**config.mk**
```make
export PLATFORM = sky130hd
export DESIGN_NAME = uart_irq_id
export DESIGN_NICKNAME = d
export VERILOG_FILES = /design/src/rtl/uart_irq_pkg.sv /design/src/rtl/uart_irq_src_latch.sv /design/src/rtl/uart_irq_arbiter.sv /design/src/rtl/uart_irq_id.sv
export SDC_FILE = /design/constraint.sdc
export NUM_CORES = 1
export LEC_CHECK = 0
export BUFFER_PORTS_ARGS = -buffer_cell sky130_fd_sc_hd__buf_2
export CAP_MARGIN = 20
export CORE_UTILIZATION = 27
export DETAILED_ROUTE_END_ITERATION = 7
export GPL_TIMING_DRIVEN = 0
export PLACE_DENSITY = 0.59
export SLEW_MARGIN = 5
export SYNTH_ARGS = -nofsm -noshare
export SYNTH_HDL_FRONTEND = slang
export SYNTH_SLANG_ARGS = --single-unit
```
**constraint.sdc**
```tcl
create_clock -name clk -period 3.83 [get_ports clk]
set_clock_uncertainty 0.15 [all_clocks]
set_input_delay 0 -clock clk [delete_from_list [all_inputs] [get_ports clk]]
set_output_delay 0 -clock clk [all_outputs]
set_load 0.005 [all_outputs]
```
**src/rtl/uart_irq_pkg.sv**
```systemverilog
package uart_irq_pkg;
    localparam int NSRC   = 5;
    localparam int IX_LINE = 0;
    localparam int IX_RXD  = 1;
    localparam int IX_TMO  = 2;
    localparam int IX_TXE  = 3;
    localparam int IX_MDM  = 4;

    typedef enum logic [2:0] {
        ST_IDLE    = 3'd0,
        ST_LINE    = 3'd1,
        ST_RXDATA  = 3'd2,
        ST_TIMEOUT = 3'd3,
        ST_TXEMPTY = 3'd4,
        ST_MODEM   = 3'd5
    } rpt_e;

    localparam logic [3:0] ID_NONE = 4'b0001;
    localparam logic [3:0] ID_LINE = 4'b0110;
    localparam logic [3:0] ID_RXD  = 4'b0100;
    localparam logic [3:0] ID_TMO  = 4'b1100;
    localparam logic [3:0] ID_TXE  = 4'b0010;
    localparam logic [3:0] ID_MDM  = 4'b0000;
endpackage

```
**src/rtl/uart_irq_src_latch.sv**
```systemverilog
module uart_irq_src_latch (
    input  logic clk,
    input  logic rst_n,
    input  logic set_i,
    input  logic clr_i,
    output logic q_o
);
    always_ff @(posedge clk) begin
        if (!rst_n)     q_o <= 1'b0;
        else if (set_i) q_o <= 1'b1;
        else if (clr_i) q_o <= 1'b0;
    end


    latch_set_chk: assert property (@(posedge clk) disable iff (!rst_n)
        set_i |=> q_o);

    latch_clear_chk: assert property (@(posedge clk) disable iff (!rst_n)
        (clr_i && !set_i) |=> !q_o);
endmodule

```
**src/rtl/uart_irq_arbiter.sv**
```systemverilog
module uart_irq_arbiter
    import uart_irq_pkg::*;
(
    input  logic [NSRC-1:0] pend_i,
    output rpt_e            pick_o
);
    always_comb begin
        if      (pend_i[IX_LINE]) pick_o = ST_LINE;
        else if (pend_i[IX_RXD])  pick_o = ST_RXDATA;
        else if (pend_i[IX_TMO])  pick_o = ST_TIMEOUT;
        else if (pend_i[IX_TXE])  pick_o = ST_TXEMPTY;
        else if (pend_i[IX_MDM])  pick_o = ST_MODEM;
        else                      pick_o = ST_IDLE;
    end
endmodule

```
**src/rtl/uart_irq_id.sv**
```systemverilog
module uart_irq_id
    import uart_irq_pkg::*;
#(
    parameter int ERR_W     = 4,
    parameter int MDM_W     = 4,
    parameter int SEL_W     = 3,
    parameter int SEL_DATA  = 0,
    parameter int SEL_ID    = 2,
    parameter int SEL_LINE  = 5,
    parameter int SEL_MODEM = 6
) (
    input  logic             clk,
    input  logic             rst_n,
    input  logic             fifo_mode,
    input  logic [3:0]       src_en,
    input  logic [ERR_W-1:0] line_err,
    input  logic             rx_hit,
    input  logic             rx_tmo,
    input  logic             thr_empty,
    input  logic [MDM_W-1:0] modem_delta,
    input  logic             bus_rd,
    input  logic             bus_wr,
    input  logic [SEL_W-1:0] bus_sel,
    output logic [3:0]       int_id,
    output logic             irq
);
    localparam logic [SEL_W-1:0] S_DATA  = SEL_W'(SEL_DATA);
    localparam logic [SEL_W-1:0] S_ID    = SEL_W'(SEL_ID);
    localparam logic [SEL_W-1:0] S_LINE  = SEL_W'(SEL_LINE);
    localparam logic [SEL_W-1:0] S_MODEM = SEL_W'(SEL_MODEM);

    rpt_e st, st_nxt;

    logic rd_data, rd_id, rd_line, rd_modem, wr_data;
    assign rd_data  = bus_rd && (bus_sel == S_DATA);
    assign rd_id    = bus_rd && (bus_sel == S_ID);
    assign rd_line  = bus_rd && (bus_sel == S_LINE);
    assign rd_modem = bus_rd && (bus_sel == S_MODEM);
    assign wr_data  = bus_wr && (bus_sel == S_DATA);

    logic rx_prev, txe_prev, en_txe_prev;
    always_ff @(posedge clk) begin
        if (!rst_n) begin
            rx_prev     <= 1'b0;
            txe_prev    <= 1'b0;
            en_txe_prev <= 1'b0;
        end else begin
            rx_prev     <= rx_hit;
            txe_prev    <= thr_empty;
            en_txe_prev <= src_en[1];
        end
    end

    logic [NSRC-1:0] set_v, clr_v, lat_v, en_v, pend_v;

    always_comb begin
        set_v[IX_LINE] = |line_err;
        clr_v[IX_LINE] = rd_line;
        set_v[IX_RXD]  = rx_hit && !rx_prev;
        clr_v[IX_RXD]  = rd_data || (fifo_mode && !rx_hit);
        set_v[IX_TMO]  = rx_tmo && fifo_mode;
        clr_v[IX_TMO]  = rd_data || !fifo_mode;
        set_v[IX_TXE]  = thr_empty && (!txe_prev || (src_en[1] && !en_txe_prev));
        clr_v[IX_TXE]  = wr_data || (rd_id && st == ST_TXEMPTY);
        set_v[IX_MDM]  = |modem_delta;
        clr_v[IX_MDM]  = rd_modem;
        en_v[IX_LINE]  = src_en[2];
        en_v[IX_RXD]   = src_en[0];
        en_v[IX_TMO]   = src_en[0] && fifo_mode;
        en_v[IX_TXE]   = src_en[1];
        en_v[IX_MDM]   = src_en[3];
    end

    for (genvar g = 0; g < NSRC; g++) begin : g_src
        uart_irq_src_latch u_lat (
            .clk   (clk),
            .rst_n (rst_n),
            .set_i (set_v[g]),
            .clr_i (clr_v[g]),
            .q_o   (lat_v[g])
        );
    end

    assign pend_v = lat_v & en_v;

    uart_irq_arbiter u_arb (
        .pend_i (pend_v),
        .pick_o (st_nxt)
    );

    always_ff @(posedge clk) begin
        if (!rst_n) st <= ST_IDLE;
        else        st <= st_nxt;
    end

    always_comb begin
        int_id = ID_NONE;
        irq    = 1'b1;
        unique case (st)
            ST_IDLE:    begin int_id = ID_NONE; irq = 1'b0; end
            ST_LINE:    int_id = ID_LINE;
            ST_RXDATA:  int_id = ID_RXD;
            ST_TIMEOUT: int_id = fifo_mode ? ID_TMO : (ID_TMO & 4'b0111);
            ST_TXEMPTY: int_id = ID_TXE;
            ST_MODEM:   int_id = ID_MDM;
            default:    begin int_id = ID_NONE; irq = 1'b0; end
        endcase
    end


    line_first_chk: assert property (@(posedge clk) disable iff (!rst_n)
        pend_v[IX_LINE] |=> (int_id == ID_LINE));

    irq_idle_chk: assert property (@(posedge clk) disable iff (!rst_n)
        (pend_v == '0) |=> !irq);

    txe_id_clear_chk: assert property (@(posedge clk) disable iff (!rst_n)
        (rd_id && st == ST_TXEMPTY && !set_v[IX_TXE]) |=> !lat_v[IX_TXE]);

    txe_enable_chk: assert property (@(posedge clk) disable iff (!rst_n)
        (thr_empty && src_en[1] && !en_txe_prev) |=> lat_v[IX_TXE]);
endmodule

```
* After elaboration in Yosys (flattened, before gate mapping)
Cells that the tools add are included.
** Storage, ports and cells
- Word-level logic and storage cells :: 71
- Bits of input ports :: 23
- Bits in registers :: 11
- Output and inout port bits :: 5
** Operators by class
- Bitwise logic cells :: 2
- Reductions and logical operators :: 32
- Muxes and demuxes :: 18
- Equality and inequality tests :: 8
** Operator list (count)
- 4-bit case mux with 5 select lines :: 1
- 3-bit equality test (second input constant) :: 4
- 1-bit logical AND :: 12
- 1-bit two-way mux :: 12
- 4-bit OR reduction :: 3
- 2-bit nonzero test :: 5
- 3-bit by 2-bit equality test with 1-bit output (second input constant) :: 3
- 3-bit two-way mux :: 2
- 5-bit bitwise AND :: 1
- 1-bit logical NOT :: 5
- 5-bit OR reduction :: 1
- 1-bit logical OR :: 4
- 2-bit two-way mux :: 2
- 4-bit two-way mux :: 1
- 3-bit by 1-bit equality test with 1-bit output (second input constant) :: 1
- 3-bit logical NOT :: 1
- 2-bit OR reduction :: 1
- 1-bit inverter :: 1

* Depth between registers and ports, before layout
Gate-level depths: netlist of the first run.
- Depth after elaboration :: 7
- Depth in mapped cells :: 4
- Depth with buffers taken out :: 4

* By module
A second synthesis of the first run with hierarchy kept.
** Unflattened totals
- Cell total of the unflattened synthesis :: 67
- Area, all modules :: 630.6 µm²
** By module, submodules not included
- uart_irq_id :: times used 1, cells an instance 45, area each 386.6 µm²
- uart_irq_src_latch :: times used 5, cells an instance 3, area each 41.3 µm²
- uart_irq_arbiter :: times used 1, cells an instance 7, area each 37.5 µm²

* Worst setup path before layout of the first run
Ideal clock, no wire load.
- Path kind :: register to register
- Start :: reg st[1]
- End :: reg g_src[3].u_lat.q_o
- Data arrival time :: 0.931 ns
- Path buffers :: 0
- Slack :: 2.632 ns
- Cell stages (with the launch flop) :: 4
- Data required time :: 3.563 ns
- Setup time :: 0.117 ns
- Cells stage by stage :: dfxtp_1 nor4b_1 nand4b_1 a22o_1
** Between the ends
- Longest elaborated chain between the ends :: 4
** Ends and longest elaborated chain
- start: declaration :: line uart_irq_id.sv:32 : rpt_e st, st_nxt;
- start signal: assignment :: line uart_irq_id.sv:93 : else st <= st_nxt;
- 3-bit equality test :: line uart_irq_id.sv:64 : clr_v[IX_TXE] = wr_data || (rd_id && st == ST_TXEMPTY);
- 1-bit logical AND :: line uart_irq_id.sv:64
- 1-bit logical OR :: line uart_irq_id.sv:64
- 2-bit nonzero test (no source line)
- end signal: assignment :: line uart_irq_src_latch.sv:9 : if (!rst_n) q_o <= 1'b0;
- end signal: assignment :: line uart_irq_src_latch.sv:10 : else if (set_i) q_o <= 1'b1;
- end signal: assignment :: line uart_irq_src_latch.sv:11 : else if (clr_i) q_o <= 1'b0;
- end: declaration :: line uart_irq_src_latch.sv:6 : output logic q_o
Every way passes these cells.
A chain may end at the register's enable or synchronous reset.

* Worst setup path in the final report of the first run
Same ends and word-level chain as after synthesis.

==> impl_table.tex, run 1 <==
\begin{tabular}{lr}
\hline
Metric & Value \\
\hline
\multicolumn{2}{l}{\textbf{Worst setup path}} \\
\quad Maximum fanout along the worst path & 8 \\
\quad Buffers and inverters on the worst path & 2 \\
\quad Critical path's top delay family & buffers and inverters \\
\quad Reg-to-reg slack, setup & 1.34 ns \\
\quad Critical path, cell by cell & nor4b\_1 > nand4b\_1 > dlygate4sd3\_1 > a22o\_1 > dlygate4sd3\_1 \\
\quad Worst reg2reg path startpoint & st[1]\$\_SDFF\_PP0\_ \\
\quad Sort of element at the start of the critical path & flop \\
\quad Most Frequent Cell on Critical Path & dlygate4sd3\_1 \\
\quad Worst Path Arrival & $\sim$2.5 ns \\
\quad Cell with the biggest individual delay on the critical path & dlygate4sd3\_1 \\
\quad Destination of the worst register-to-register timing path & g\_src[3].u\_lat.q\_o\$\_SDFFE\_PN0P\_ \\
\quad Crit end category & flop \\
\quad Total number of cells along the worst setup path & 5 \\
\quad Largest incremental delay on the critical path & between 0.5 and 0.6 ns \\
\quad Classification of the worst setup path & flop to flop \\
\quad Worst Setup EP & g\_src[3].u\_lat.q\_o\$\_SDFFE\_PN0P\_ \\
\quad Worst setup path startpoint & st[1]\$\_SDFF\_PP0\_ \\
\quad R2R cell count & 5 \\
\quad Worst Path Required & $\sim$3.8 ns \\
\multicolumn{2}{l}{\textbf{STA}} \\
\quad Final count of negative-setup-slack endpoints & 0 \\
\quad Worst slew pin tran & $\sim$0.30 ns \\
\quad Worst rel slew slack & approximately four fifths \\
\quad Share of the cycle needed by the critical path after routing & between 60\% and 70\% \\
\quad Aggregate negative setup slack & 0 ns \\
\quad Peak clock frequency supported by timing & around 400 MHz \\
\quad Final period demand of the worst path & 2.49 ns \\
\quad Hold Violations, Final & 0 \\
\quad Worst setup margin & between 1 and 1.5 ns \\
\quad Unrepaired setup endpoints after global routing & false \\
\quad Max-slew violation count & 0 \\
\multicolumn{2}{l}{\textbf{Die}} \\
\quad Die outline area & 0.00209 mm2 \\
\quad Core box area & approximately 0.0018 mm2 \\
\quad I/O pin count & 28 \\
\quad Initial core utilization & between 20 and 30\% \\
\quad Height of the chip & roughly 46 um \\
\quad Number of standard-cell rows in the floorplan & 15 \\
\quad Die Width & between 40 and 50 um \\
\multicolumn{2}{l}{\textbf{Layout}} \\
\quad Antenna diode count & 0 \\
\quad NumNets Final & 145 \\
\quad Count of placed standard cells in the final layout, fillers left out & 145 \\
\quad Post-synthesis to final-layout area growth & 87.7\% \\
\quad Fraction of layout cells with a size suffix above 1 & 25.8\% \\
\quad Fillcell total & between 150 and 200 \\
\multicolumn{2}{l}{\textbf{Clock tree}} \\
\quad Buffers inserted by post-CTS timing repair & 0 \\
\quad H-tree level count & 1 \\
\quad Clock Latency Late Sink & about 0.28 ns \\
\quad Master cell of the clock root buffer & clkbuf\_4 \\
\quad Clock sink count & 11 \\
\quad Total CTS buffers & 3 \\
\quad Buffer depth of the longest clock path & 2 \\
\quad Clock slew seen by the registers of the worst setup and hold paths & 0.07 ns \\
\quad TritonCTS clock tree & yes \\
\multicolumn{2}{l}{\textbf{Pwr}} \\
\quad Comb pwr share & roughly a quarter \\
\quad Reported net switching power & 69.4 uW \\
\quad Static leakage & about 0.00045 uW \\
\quad Flop pwr share & 46.5\% \\
\quad Fraction of power spent switching nets & between 20\% and 30\% \\
\quad Peak supply drop & between 0.00015 and 0.0002 V \\
\quad PnR Total Power & between 200 and 300 uW \\
\quad Cell-internal power & about 200 uW \\
\quad Power per cell area & 280 mW/mm2 \\
\quad Clock power share & between 20 and 30\% \\
\multicolumn{2}{l}{\textbf{Job}} \\
\quad Number of max-capacitance violations reported & 0 \\
\multicolumn{2}{l}{\textbf{Logic synthesis}} \\
\quad Synthesized flop and latch total & 11 \\
\quad Dominant combinational cell family by area after synthesis & simple AND/OR/NAND/NOR gates \\
\quad YS warnings & 0 \\
\quad Top post-synthesis cells by area & dfxtp\_1, nand2\_1, a21oi\_1 \\
\quad Cells after Synth & between 60 and 70 \\
\quad Post-Synth Simple-Gate Area & 34.1\% \\
\quad Synth Area in Adders & under 10\% \\
\quad Post-synth top area cell & dfxtp\_1 \\
\quad Synth Area in Compound Gates & 17.2\% \\
\quad Distinct cells, synth & 24 \\
\quad Syn\_area\_per\_cell & between 8 and 9 um2 \\
\quad Synth Area in XOR/XNOR & 0\% \\
\quad Share of cell area taken by muxes after synthesis & 0\% \\
\quad Share of the yosys chip area belonging to registers & a little over two fifths \\
\quad Cell area after synthesis & between 500 and 600 um2 \\
\quad Share of the synthesized area in the top cell type & between 40\% and 50\% \\
\quad Syn\_nets & just under 90 \\
\multicolumn{2}{l}{\textbf{Placement}} \\
\quad Total instance count after detailed placement & $\sim$120 \\
\quad HPWL reported at the end of detailed placement & around 940 um \\
\quad Worst slack at placement & around 2.5 ns \\
\quad Routability congestion estimate & between 0.7 and 0.8 \\
\quad Number of port buffers & 27 \\
\multicolumn{2}{l}{\textbf{Route}} \\
\quad Via density & 4.57 \\
\quad First-pass iteration count of the detailed router & 4 \\
\quad WL per Instance & between 10 and 15 um \\
\quad Total Routed Length & 1.52 mm \\
\quad Initial detailed-routing violation count & 6 \\
\quad Via count of the routed design & 662 \\
\quad Antenna viol nets, final & 0 \\
\quad Total DRC errors in the routed layout & 0 \\
\multicolumn{2}{l}{\textbf{Global routing}} \\
\quad Global-route usage over all layers & approximately 16\% \\
\quad Initial antenna violation count & 0 \\
\quad Number of global-route vias before repair & just under 600 \\
\quad Maximum number of pins on one net before global-route repair & 9 \\
\quad Global-route wire length before repair & roughly 2.2 mm \\
\quad Remaining global-route overflow & 0 \\
\multicolumn{2}{l}{\textbf{Status}} \\
\quad Status & complete, no violations \\
\multicolumn{2}{l}{\textbf{Worst hold path}} \\
\quad Hold/Removal Path Class & input pin to flop \\
\hline
\end{tabular}
==> how the worst min path moves through the flow <==
stage	endpoint	depth (start not counted)	slack [ns]	startpoint
floorplan	int_id[3]	2	-0.06	fifo_mode
detailed placement	g_src[2].u_lat.q_o$_SDFFE_PN0P_	3	0.07	rx_tmo
CTS	st[2]$_SDFF_PP0_	5	0.44	src_en[2]
finish	st[2]$_SDFF_PP0_	5	0.44	src_en[2]
global route	st[2]$_SDFF_PP0_	5	0.46	src_en[2]
global placement	g_src[2].u_lat.q_o$_SDFFE_PN0P_	3	0.06	rx_tmo
==> Yosys cell counts <==
master and count:
a22o_1 1, inv_1 5, nand4b_1 3, o22ai_1 1
o21a_1 1, nor4b_1 2, a32oi_1 1, nor2b_1 1
nand3_1 2, o21ai_0 1, and2_1 2, nand2b_1 2
ha_1 1, nor4_1 2, nor2_1 4, a31oi_1 1
or4b_1 1, dfxtp_1 11, a21oi_1 6, nor3_1 2
a211oi_1 1, a31o_2 1, and3_1 1, nand2_1 10
==> repair_timing <==
action | 4_1_cts | 5_1_grt
resized for setup | 0 | 0
setup endpoints to repair | 0 | 0
hold endpoints to repair | 11 | 0
hold buffers | 26 | 0
==> metal layers <==
layer	vias up	share of wire (%)	global-route usage [%]
met5	-	0	0
met2	16	53	30.3
met4	0	0.79	5.29
met3	2	3.8	7.14
met1	301	42	14.4
li1	343	-	-
==> layout by cell type (no fill, tap or decap), types with 3 or more instances in the layout <==
master         instances
buf_2                 27
dlygate4sd3_1         26
dfxtp_1               11
nand2_1               10
a21oi_1                6
inv_1                  5
nor2_1                 4
nand4b_1               3
clkbuf_4               3
==> final cells by class <==
type                    instances  area (um2)  area share (%)
well taps                      25        31.3            3.23
inverters                       5        18.8            1.94
multi-input cells              47         278            28.6
clock buffers                   4        26.3            2.71
flip-flops and latches         11         220            22.7
repair buffers                 53         395            40.8
==> worst reg2reg max path, cell delays in order, from the launching register on <==
cell and delay, ns:
dfxtp_1 0.38, nor4b_1 0.34, nand4b_1 0.15, dlygate4sd3_1 0.58, a22o_1 0.21, dlygate4sd3_1 0.56
==> power by group through the flow <==
stage	clock network [uW]	logic (uW)	registers, uW
final	81.0	64.2	126
after floorplan	0	21.0	128
after detailed placement	0	43.0	129
after global routing	89.7	70.6	127
after CTS	82.6	63.0	126
after global placement	0	42.0	129
==> through the flow <==
step           hold slack, ns  area [um2]  util, %
3_3_place_gp           0.0608         683     38.7
2_1_floorplan         -0.0641         517        -
3_5_place_dp           0.0688         683     38.7
6_report                0.436         970     55.0
5_1_grt                 0.460         970     55.0
4_1_cts                 0.439         970     55.0
==> logic make-up (layout without fill, tap and decap cells) <==
family                     Yosys count  in the layout
and+or+nand+nor                     32             32
AOI/OAI and AO/OA                   14             14
adders and majority gates            1              1
buffers and inverters                5             62
DFF                                 11             11
==> registers in the layout, summed over array words and instances (netlist names) <==
signal and cells:
g_src.u_lat.q_o 5, st 3, en_txe_prev 1, rx_prev 1, txe_prev 1
Power figures use the tool's default switching activity.
==> run 2, diff against run 1 <==
ABC_AREA = 1   (was not set)
CORE_ASPECT_RATIO = 1.5   (was not set)
PLACE_DENSITY = 0.6   (was 0.59)
clock period = 2.15 ns   (was 3.83 ns; I/O delays follow)
==> run 2 against run 1 <==
Net effect:
- sequential share of layout area is 0.059 points higher
- synthesized cell count grew 25%
- highest routed layer unchanged
- final cell count up 6.2%
- power rose by 77%
- global-route usage is 0.31 points higher
- count of clock-buffer cells in the layout stayed put
- sequential power increased by 79%
- cell area is 0.26% lower
- worst hold slack worse by 0.42 ns
- register-to-register slack worse by 1.1 ns
- critical endpoint unchanged
- die area rose by 5.3%
- core utilization is 2.8 points lower
==> impl_table.tex, run 2 <==
\begin{tabular}{lr}
\hline
Metric & Value \\
\hline
\multicolumn{2}{l}{\textbf{Clock tree}} \\
\quad Buffer depth of the longest clock path & 2 (unchanged) \\
\quad Cts repair resizes & 0 (unchanged) \\
\quad TritonCTS clock tree & yes \\
\quad Clock Latency Late Sink & 0.27 ns (about the same) \\
\quad Clock slew seen by the registers of the worst setup and hold paths & 0.07 ns (about the same) \\
\quad Master cell of the clock root buffer & clkbuf\_4 \\
\quad Clock sink count & 11 (unchanged) \\
\quad Total CTS buffers & 3 (unchanged) \\
\quad CTS hold repair buffers & 24 (-7.7\%) \\
\quad Buffers inserted by post-CTS timing repair & 0 (unchanged) \\
\quad H-tree level count & 1 (unchanged) \\
\multicolumn{2}{l}{\textbf{Die}} \\
\quad I/O pin count & 28 (unchanged) \\
\quad Core box area & 0.00185 mm2 (+5.1\%) \\
\quad Initial core utilization & 29.4\% (+0.061 points) \\
\quad Die Width & 38.7 um (-15\%) \\
\quad Number of standard-cell rows in the floorplan & 19 (+4) \\
\quad Die outline area & 0.00220 mm2 (+5.3\%) \\
\quad Height of the chip & 57.0 um (+25\%) \\
\multicolumn{2}{l}{\textbf{Placement}} \\
\quad Number of port buffers & 26 (-3.7\%) \\
\quad HPWL reported at the end of detailed placement & 986 um (+4.8\%) \\
\quad Routability congestion estimate & 0.773 (+8.2\%) \\
\multicolumn{2}{l}{\textbf{Global routing}} \\
\quad Met1 track utilization from global routing & 13.5\% (-0.94 points) \\
\quad Initial antenna violation count & 0 (unchanged) \\
\quad Number of global-route vias before repair & 728 (+23\%) \\
\quad Top Usage Layer GRT & met2 \\
\quad Global-route wire length before repair & 2.58 mm (+15\%) \\
\quad Maximum number of pins on one net before global-route repair & 9 (unchanged) \\
\quad Global-route met2 utilization & 32.6\% (+2.3 points) \\
\quad Remaining global-route overflow & 0 (unchanged) \\
\quad Global-route usage over all layers & 16.1\% (+0.31 points) \\
\quad Met3 track demand over resource in global routing & 2.33\% (-4.8 points) \\
\multicolumn{2}{l}{\textbf{STA}} \\
\quad Worst rel slew slack & 90.2\% (+10 points) \\
\quad Final period demand of the worst path & 2.02 ns \\
\quad Final count of negative-setup-slack endpoints & 0 (unchanged) \\
\quad Hold Violations, Final & 0 (unchanged) \\
\quad Max-slew violation count & 0 (unchanged) \\
\quad Worst slew pin tran & 0.145 ns (-0.151 ns) \\
\quad Hold WS & 0.0112 ns (-0.425 ns) \\
\quad Aggregate negative setup slack & 0 ns (unchanged) \\
\quad Unrepaired setup endpoints after global routing & false \\
\quad Peak clock frequency supported by timing & a little under 500 MHz \\
\quad Share of the cycle needed by the critical path after routing & roughly 94\% \\
\multicolumn{2}{l}{\textbf{Route}} \\
\quad Antenna viol nets, final & 0 (unchanged) \\
\quad Via density & 4.54 (-0.58\%) \\
\quad Via count of the routed design & 699 (+5.6\%) \\
\quad Initial detailed-routing violation count & 6 (unchanged) \\
\quad WL per Instance & 9.49 um (-9.1\%) \\
\quad Total Routed Length & 1.46 mm (-3.5\%) \\
\quad Total DRC errors in the routed layout & 0 (unchanged) \\
\quad First-pass iteration count of the detailed router & 4 (unchanged) \\
\multicolumn{2}{l}{\textbf{Worst setup path}} \\
\quad Crit end category & flop \\
\quad Cell with the biggest individual delay on the critical path & dlygate4sd3\_1 \\
\quad Worst Path Arrival & 2.09 ns (-0.40 ns) \\
\quad Worst reg2reg path startpoint & g\_src[3].u\_lat.q\_o\$\_SDFFE\_PN0P\_ \\
\quad Sort of element at the start of the critical path & input pin \\
\quad Total number of cells along the worst setup path & 8 (+3) \\
\quad Maximum fanout along the worst path & 8 (unchanged) \\
\quad Critical path, cell by cell & dlygate4sd3\_1 > buf\_4 > nand2\_1 > a31oi\_1 > dlygate4sd3\_1 > nand2\_1 > dlygate4sd3\_1 > nand2\_1 \\
\quad Worst Path Required & 2.22 ns (-1.62 ns) \\
\quad Buffers and inverters on the worst path & 4 (+2) \\
\quad Destination of the worst register-to-register timing path & g\_src[3].u\_lat.q\_o\$\_SDFFE\_PN0P\_ \\
\quad Classification of the worst setup path & input pin to flop \\
\quad R2R cell count & 6 (+1) \\
\quad Largest incremental delay on the critical path & 0.56 ns (-0.02 ns) \\
\quad Critical path's top delay family & buffers and inverters \\
\quad Reg-to-reg slack, setup & 0.22 ns (-1.12 ns) \\
\multicolumn{2}{l}{\textbf{Layout}} \\
\quad Most frequent standard cell in the layout excluding fill and tap cells & buf\_2 \\
\quad Area of the multi-input gates & 272 um2 (-2.3\%) \\
\quad Largest registers & g\_src.u\_lat.q\_o (5), st (3) \\
\quad Register area & 220 um2 (unchanged) \\
\quad Post-synthesis to final-layout area growth & 77.7\% \\
\quad Number of flip-flops under the largest register name & 5 (unchanged) \\
\quad Register with the most flip-flops & g\_src.u\_lat.q\_o \\
\quad Commonest non-fill, non-tap cells in the layout & buf\_2, dlygate4sd3\_1, nand2\_1, dfxtp\_1, inv\_1 \\
\quad Fillcell total & 189 (+2.2\%) \\
\quad Fraction of layout cells with a size suffix above 1 & 27.1\% (+1.2 points) \\
\quad NumNets Final & 158 (+9.0\%) \\
\quad Antenna diode count & 0 (unchanged) \\
\multicolumn{2}{l}{\textbf{Logic synthesis}} \\
\quad Most common cell in the netlist & nand2\_1 \\
\quad YS warnings & 0 (unchanged) \\
\quad Post-synthesis async set-or-reset flop share & 0\% (unchanged) \\
\quad Post-synth top area cell & dfxtp\_1 \\
\quad Distinct cells, synth & 20 (-17\%) \\
\quad Cell area after synthesis & 544 um2 (+5.3\%) \\
\quad Syn\_nets & 103 (+18\%) \\
\quad Number of flops mapped to enable cells by yosys & 0 (unchanged) \\
\quad Top post-synthesis cells by area & dfxtp\_1, nand2\_1, inv\_1 \\
\quad Share of the yosys chip area belonging to registers & 40.5\% (-2.2 points) \\
\quad List of most frequent post-synthesis cells & nand2\_1, dfxtp\_1, inv\_1 \\
\quad Cells after Synth & 79 (+25\%) \\
\quad Share of the synthesized area in the top cell type & 40.5\% (-2.2 points) \\
\quad Synthesized flop and latch total & 11 (unchanged) \\
\quad Syn\_area\_per\_cell & 6.89 um2 (-16\%) \\
\quad Synth Flop Type & dfxtp\_1 \\
\multicolumn{2}{l}{\textbf{Pwr}} \\
\quad Static leakage & 0.000490 uW (+9.1\%) \\
\quad Peak supply drop & 0.000360 V (+110\%) \\
\quad Power per cell area & 497 mW/mm2 (+78\%) \\
\multicolumn{2}{l}{\textbf{Job}} \\
\quad Number of max-capacitance violations reported & 0 (unchanged) \\
\multicolumn{2}{l}{\textbf{Worst hold path}} \\
\quad Min-Delay Path Depth & 4 (-1) \\
\quad Hold Crit Start & bus\_rd \\
\quad Endpoint, Worst Hold & g\_src[1].u\_lat.q\_o\$\_SDFFE\_PN0P\_ \\
\quad Hold/Removal Path Class & input pin to flop \\
\multicolumn{2}{l}{\textbf{Status}} \\
\quad Status & complete, no violations \\
\hline
\end{tabular}
-- run 2: final cells by class --
class	instances	share of cell area, %
Timing Repair Buffer	50	38.3
Inverter	12	4.66
Buffer	1	0.776
Sequential cell	11	22.8
Tap cell	21	2.72
Multi-Input combinational cell	55	28.1
Clock buffer	4	2.72
-- run 2: kinds of logic after synthesis --
logic type	count (synthesis)	synth area share [%]
flops	11	40.5
fa+ha+maj	1	2.30
buf+inv	13	9.66
simple gates	40	33.1
compound gates	14	14.5
-- run 2: through the flow --
step,power [uW],area [um2],setup WS [ns],cells,utilization (%)
2_1_floorplan,271,544,1.12,79,-
3_3_place_gp,308,701,1.04,126,37.8
3_5_place_dp,311,701,1.01,126,37.8
4_1_cts,484,967,0.122,154,52.2
5_1_grt,513,967,0.00554,154,52.2
6_report,481,967,0.128,154,52.2
-- run 2: how the worst max path moves through the flow --
stage	from	end	slack, ns
CTS	rst_n	g_src[3].u_lat.q_o$_SDFFE_PN0P_	0.12
finish	rst_n	g_src[3].u_lat.q_o$_SDFFE_PN0P_	0.13
floorplan	st[2]$_SDFF_PP0_	int_id[3]	1.12
global route	rst_n	g_src[3].u_lat.q_o$_SDFFE_PN0P_	0.006
global placement	st[2]$_SDFF_PP0_	int_id[3]	1.04
detailed placement	st[2]$_SDFF_PP0_	int_id[3]	1.01
-- run 2: tightest hold or removal path: cells and delay by family --
family | cells | cell delay (ns)
AOI/OAI and AO/OA | 1 | 0.07
buffers and inverters | 1 | 0.12
and+or+nand+nor | 2 | 0.20
-- run 2: power breakdown --
| group | leakage [uW] | internal, uW | switching [uW] | total [uW] |
|---|---|---|---|---|
| combinational | 0.000384 | 67.3 | 47.9 | 115 |
| clock | 0.0000150 | 71.9 | 68.8 | 141 |
| sequential | 0.0000915 | 217 | 7.78 | 225 |
-- run 2: layer usage --
layer | share of wire (%) | wire [um] | vias up
met1 | 35 | 518 | 319
met3 | 3.1 | 45 | 4
met2 | 60 | 874 | 13
met4 | 1.6 | 23 | 0
li1 | - | - | 363
met5 | 0 | 0 | -
